### src/rtl/irq_agg_pkg.sv
package irq_agg_pkg;
  localparam int unsigned WORD_W = 32;
  localparam int unsigned ADDR_W = 3;

  localparam logic [ADDR_W-1:0] OFS_CAUSE_LO = 3'd0;
  localparam logic [ADDR_W-1:0] OFS_CAUSE_HI = 3'd1;
  localparam logic [ADDR_W-1:0] OFS_MASK_LO  = 3'd2;
  localparam logic [ADDR_W-1:0] OFS_MASK_HI  = 3'd3;
  localparam logic [ADDR_W-1:0] OFS_SEL      = 3'd4;

  localparam int unsigned FLAG_HI_ONLY = 30;
  localparam int unsigned FLAG_BOTH    = 31;

  localparam logic [2*WORD_W-1:0] RSVD_SRC = 64'hE0F8_0008_E000_0000;
endpackage

### src/rtl/irq_src_sync.sv
module irq_src_sync #(
  parameter int unsigned W      = 64,
  parameter int unsigned STAGES = 2
) (
  input  logic         clk_i,
  input  logic         rst_ni,
  input  logic [W-1:0] d_i,
  output logic [W-1:0] q_o
);
  logic [W-1:0] stg_q [STAGES];

  for (genvar s = 0; s < STAGES; s++) begin : g_stg
    always_ff @(posedge clk_i or negedge rst_ni) begin
      if (!rst_ni)     stg_q[s] <= '0;
      else if (s == 0) stg_q[s] <= d_i;
      else             stg_q[s] <= stg_q[(s == 0) ? 0 : s-1];
    end
  end

  assign q_o = stg_q[STAGES-1];
endmodule

### src/rtl/irq_mask_regs.sv
module irq_mask_regs #(
  parameter int unsigned WORD_W = 32,
  parameter int unsigned HALVES = 2
) (
  input  logic                     clk_i,
  input  logic                     rst_ni,
  input  logic [HALVES-1:0]        wr_half_i,
  input  logic [WORD_W-1:0]        wdata_i,
  output logic [HALVES*WORD_W-1:0] mask_o
);
  for (genvar h = 0; h < HALVES; h++) begin : g_half
    logic [WORD_W-1:0] half_q;
    always_ff @(posedge clk_i or negedge rst_ni) begin
      if (!rst_ni)          half_q <= '0;
      else if (wr_half_i[h]) half_q <= wdata_i;
    end
    assign mask_o[h*WORD_W +: WORD_W] = half_q;
  end
endmodule

### src/rtl/irq_sel_encode.sv
module irq_sel_encode #(
  parameter int unsigned WORD_W  = 32,
  parameter int unsigned FLAG_HI = 30,
  parameter int unsigned FLAG_BT = 31
) (
  input  logic [2*WORD_W-1:0] cause_i,
  input  logic [2*WORD_W-1:0] mask_i,
  output logic [WORD_W-1:0]   sel_o
);
  logic [2*WORD_W-1:0] pend;
  logic                any_lo, any_hi;

  assign pend   = cause_i & mask_i;
  assign any_lo = |pend[WORD_W-1:0];
  assign any_hi = |pend[2*WORD_W-1:WORD_W];

  always_comb begin
    sel_o = cause_i[WORD_W-1:0];
    if (any_hi && !any_lo) begin
      sel_o          = cause_i[2*WORD_W-1:WORD_W];
      sel_o[FLAG_HI] = 1'b1;
    end else if (any_hi && any_lo) begin
      sel_o[FLAG_BT] = 1'b1;
    end
  end
endmodule

### src/rtl/irq_cause_agg.sv
module irq_cause_agg
  import irq_agg_pkg::*;
#(
  parameter int unsigned SYNC_STAGES = 2
) (
  input  logic                clk_i,
  input  logic                rst_ni,
  input  logic [2*WORD_W-1:0] src_i,
  input  logic                we_i,
  input  logic [ADDR_W-1:0]   addr_i,
  input  logic [WORD_W-1:0]   wdata_i,
  output logic [WORD_W-1:0]   rdata_o,
  output logic                irq_o
);
  localparam int unsigned NSRC = 2 * WORD_W;

  logic [NSRC-1:0]   sync_w, cause_w, mask_w;
  logic [1:0]        wr_half;
  logic [WORD_W-1:0] sel_w;
  logic              irq_q;

  irq_src_sync #(.W(NSRC), .STAGES(SYNC_STAGES)) u_sync (
    .clk_i, .rst_ni, .d_i(src_i), .q_o(sync_w)
  );

  // reserved sources tied low
  assign cause_w = sync_w & ~RSVD_SRC;

  assign wr_half = {we_i && (addr_i == OFS_MASK_HI), we_i && (addr_i == OFS_MASK_LO)};

  irq_mask_regs #(.WORD_W(WORD_W), .HALVES(2)) u_mask (
    .clk_i, .rst_ni, .wr_half_i(wr_half), .wdata_i, .mask_o(mask_w)
  );

  irq_sel_encode #(.WORD_W(WORD_W), .FLAG_HI(FLAG_HI_ONLY), .FLAG_BT(FLAG_BOTH)) u_sel (
    .cause_i(cause_w), .mask_i(mask_w), .sel_o(sel_w)
  );

  always_ff @(posedge clk_i or negedge rst_ni) begin
    if (!rst_ni) irq_q <= 1'b0;
    else         irq_q <= |(cause_w & mask_w);
  end
  assign irq_o = irq_q;

  always_comb begin
    unique case (addr_i)
      OFS_CAUSE_LO: rdata_o = cause_w[WORD_W-1:0];
      OFS_CAUSE_HI: rdata_o = cause_w[NSRC-1:WORD_W];
      OFS_MASK_LO:  rdata_o = mask_w[WORD_W-1:0];
      OFS_MASK_HI:  rdata_o = mask_w[NSRC-1:WORD_W];
      OFS_SEL:      rdata_o = sel_w;
      default:      rdata_o = '0;
    endcase
  end
endmodule

### config.mk
export PLATFORM = sky130hd
export DESIGN_NAME = irq_cause_agg
export DESIGN_NICKNAME = d
export VERILOG_FILES = /design/src/rtl/irq_agg_pkg.sv /design/src/rtl/irq_src_sync.sv /design/src/rtl/irq_mask_regs.sv /design/src/rtl/irq_sel_encode.sv /design/src/rtl/irq_cause_agg.sv
export SDC_FILE = /design/constraint.sdc
export NUM_CORES = 1
export LEC_CHECK = 0
export BUFFER_PORTS_ARGS = -buffer_cell sky130_fd_sc_hd__buf_2
export CAP_MARGIN = 40
export CELL_PAD_IN_SITES_DETAIL_PLACEMENT = 1
export CELL_PAD_IN_SITES_GLOBAL_PLACEMENT = 1
export CORE_ASPECT_RATIO = 0.5
export CORE_MARGIN = 2
export CORE_UTILIZATION = 47
export CTS_CLUSTER_DIAMETER = 50
export DETAILED_ROUTE_END_ITERATION = 16
export HOLD_SLACK_MARGIN = 0.05
export MAX_ROUTING_LAYER = met4
export PLACE_DENSITY_LB_ADDON = 0.1
export SLEW_MARGIN = 5
export SYNTH_ARGS = -nofsm -noshare
export SYNTH_HDL_FRONTEND = slang
export SYNTH_SLANG_ARGS = --single-unit
export TNS_END_PERCENT = 100
### constraint.sdc
create_clock -name clk_i -period 3.05 [get_ports clk_i]
set_input_delay 0 -clock clk_i [delete_from_list [all_inputs] [get_ports clk_i]]
set_output_delay 0 -clock clk_i [all_outputs]
set_load 0.01 [all_outputs]
==> key figures <==
Setup path
  – Crit path required time: 3.05 ns
  – CP Class: reg2out
  – Crit path DAT: 2.70 ns
  – CP Capture Type: primary output
  – Crit-path max FO: 28
  – Startpoint Class: register

Logic synthesis
  – Yosys Warn Count: 0
  – Syn Nets: 578
  – Synth Register Bits: 169
  – Post-synthesis cell type count: 28
  – Synthesized cell area: 6580 sq um
  – Gate Count Post-Synth: 476
  – Synth Area per Inst: 13.8 sq um
  – Post-synthesis sequential area ratio: 64.2%

Placed design
  – GPL Wtd Cong: 0.808
  – # port buffers: 122
  – Post-DP HPWL: 12.0 mm

Clock tree
  – CTS resizes: 0
  – CTS Buf Count: 17
  – Clk sinks: 169
  – H-tree depth: 4
  – Post CTS Setup Buffer Count: 0
  – Clk buf depth: 2
  – CTS tree: built
  – CTS Hold Bufs: 85
  – Clock Latency Late Sink: 0.43 ns
  – Reg clk slew, reported paths: 0.07 ns
  – CTS root buf: clkbuf_16

Timing
  – Worst clock skew: 0.0133 ns
  – Final min period: 2.70 ns
  – Pins over their slew limit: 0
  – Final TNS setup: 0 ns
  – Period utilisation layout: 88.6%
  – Unrepaired setup endpoints after global routing: false
  – Hold Vio Cnt, Final: 0
  – Max-slew headroom: 59.1%
  – Setup violators final: 0
  – Fmax: 370 MHz
  – Slew @ Worst Pin: 0.614 ns

Power
  – Peak supply drop: 430 uV
  – Post-layout power: 0.00562 W
  – PwrDens: 632 nW/um^2
  – Leakage: 3.92 nW

Run status
  – Outcome: finished clean

Floorplanning
  – DIE AREA: 15000 sq um
  – Chip Width: 171 microns
  – I/O Pins: 135
  – Row count: 30
  – Core ar.: 13600 sq um
  – Initial Util: 48.3%
  – Die Span Y: 87.7 microns

Global routing
  – First-pass GRT wire length: 30.7 mm
  – GRT overflow: 0
  – Vias in the first global route: 5404
  – Total track usage: 28.9%
  – Pin count of the biggest net entering global routing: 65
  – Initial antenna violation count: 0

Routing
  – Detailed-route via count: 5078
  – Final ANT Viol Nets: 0
  – Routed WL: 19.8 mm
  – TritonRoute pass-1 iters: 6
  – DRC viols: 0
  – Avg Vias per Cell: 5.73
  – DR iter-0 viols: 345
  – Wirelength per Cell: 22.3 microns

Layout
  – Fillers: 1350
  – ANT cells: 0
  – Fraction of layout cells with a size suffix above 1: 26.2%
  – Layout area overhead: 35.0%
  – Layout Nets: 784

Job
  – Maxcap violations: 0

Min path
  – Min-Delay Path Class: in2async
==> through the flow <==
stage | utilization, % | worst slack (ns) | hold slack, ns | cells | cell area, sq um
finish | 65.3 | 0.348 | 0.132 | 886 | 8890
global placement | 54.7 | 0.857 | 0.0199 | 770 | 7450
floorplan | - | 1.23 | -0.296 | 476 | 6580
global route | 65.3 | 0.222 | 0.181 | 886 | 8890
detailed placement | 54.7 | 0.824 | 0.0344 | 770 | 7450
CTS | 65.3 | 0.366 | 0.161 | 886 | 8890
==> final cells by class <==
type,count,area (sq um),share of cell area (%)
flip-flops and latches,169,4230,47.6
multi-input cells,268,2200,24.8
repair buffers,225,1630,18.3
clock buffers,18,429,4.83
well taps,192,240,2.70
clock inverters,13,159,1.79
inverters,1,3.75,0.0422
==> placed cells by master (no fill, tap or decap), drive strengths merged, types with 2 or more instances in the layout <==
cell type | netlist | final
dlygate4sd3 | 0 | 85
buf | 16 | 140
dfrtp | 169 | 169
bufinv | 0 | 2
o21ai | 7 | 7
mux2 | 64 | 64
a22o | 31 | 31
nor2 | 2 | 2
nand2 | 31 | 31
inv | 1 | 8
clkinvlp | 0 | 2
a221oi | 29 | 29
clkbuf | 22 | 18
nor3 | 3 | 3
nor3b | 2 | 2
clkinv | 0 | 2
a222oi | 2 | 2
o311ai | 23 | 23
or4 | 23 | 23
nand3 | 24 | 24
nand4 | 4 | 4
a22oi | 18 | 18
==> where the power goes <==
part	switching [W]	total, W	internal (W)
logic	0.000353	0.000722	0.000368
registers	0.000220	0.00272	0.00250
clock network	0.000950	0.00218	0.00123
total	0.00152	0.00562	0.00410
==> layer usage <==
layer	GRT usage, %	part of all wire [%]
met1	38.6	46
met2	44.8	46
met3	6.87	6.7
met4	7.63	1.3
met5	-	0
==> worst paths after layout <==
kind | from | endpoint | slack [ns] | cells after the start
max | u_mask.g_half[0].half_q[21] | rdata_o[30] | 0.35 | 7
min | rst_ni | u_mask.g_half[1].half_q[23] | 0.13 | 2
max reg2reg | u_sync.q_o[56] | irq_o | 1.24 | 5
min reg2reg | u_sync.stg_q[107] | u_sync.q_o[43] | 0.35 | 0
max in group asynchronous | rst_ni | u_sync.q_o[24] | 1.94 | 3
min in group clk_i | src_i[1] | u_sync.stg_q[65] | 0.21 | 2
==> synthesized netlist by cell type <==
cell | count | area, sq um
clkbuf_1 | 22 | 82.6
inv_2 | 1 | 3.75
buf_6 | 2 | 22.5
buf_1 | 1 | 3.75
nor4_4 | 1 | 21.3
nor3_1 | 3 | 15.0
o21ai_1 | 7 | 35.0
or4_1 | 23 | 173
o311ai_1 | 21 | 184
dfrtp_1 | 169 | 4230
a221oi_2 | 3 | 45.0
nand4_1 | 4 | 25.0
nand2b_1 | 1 | 6.26
and3_1 | 1 | 6.26
buf_2 | 13 | 65.1
mux2_2 | 2 | 22.5
o22a_1 | 1 | 8.76
a22oi_1 | 18 | 135
nand3_1 | 24 | 120
nor2_1 | 2 | 7.51
and2_1 | 1 | 6.26
a222oi_1 | 2 | 20.0
o311ai_0 | 2 | 17.5
nor3b_1 | 2 | 15.0
a22o_1 | 31 | 272
mux2_1 | 62 | 698
a221oi_1 | 26 | 228
nand2_1 | 31 | 116
==> sequential cells by signal, summed over array words and instances, names as in the netlist <==
register              count
u_mask.g_half.half_q     64
irq_o                     1
u_sync.q_o               52
u_sync.stg_q             52
==> worst max-delay path: stages (launching register included) <==
cell	delay [ns]
dfrtp_1	0.46
a22o_1	0.25
a221oi_2	0.23
nand4_1	0.15
buf_4	0.27
nor4_4	0.56
o22a_1	0.22
buf_2	0.13
==> kinds of logic after synthesis <==
kind of cell,after synthesis,synth area share [%]
flip-flops,169,64.2
AO/OA/AOI/OAI,111,14.3
AND/OR/NAND/NOR,93,7.77
multiplexers,64,10.9
buffers and inverters,39,2.70
No activity file was read; power rests on OpenSTA's default activity.
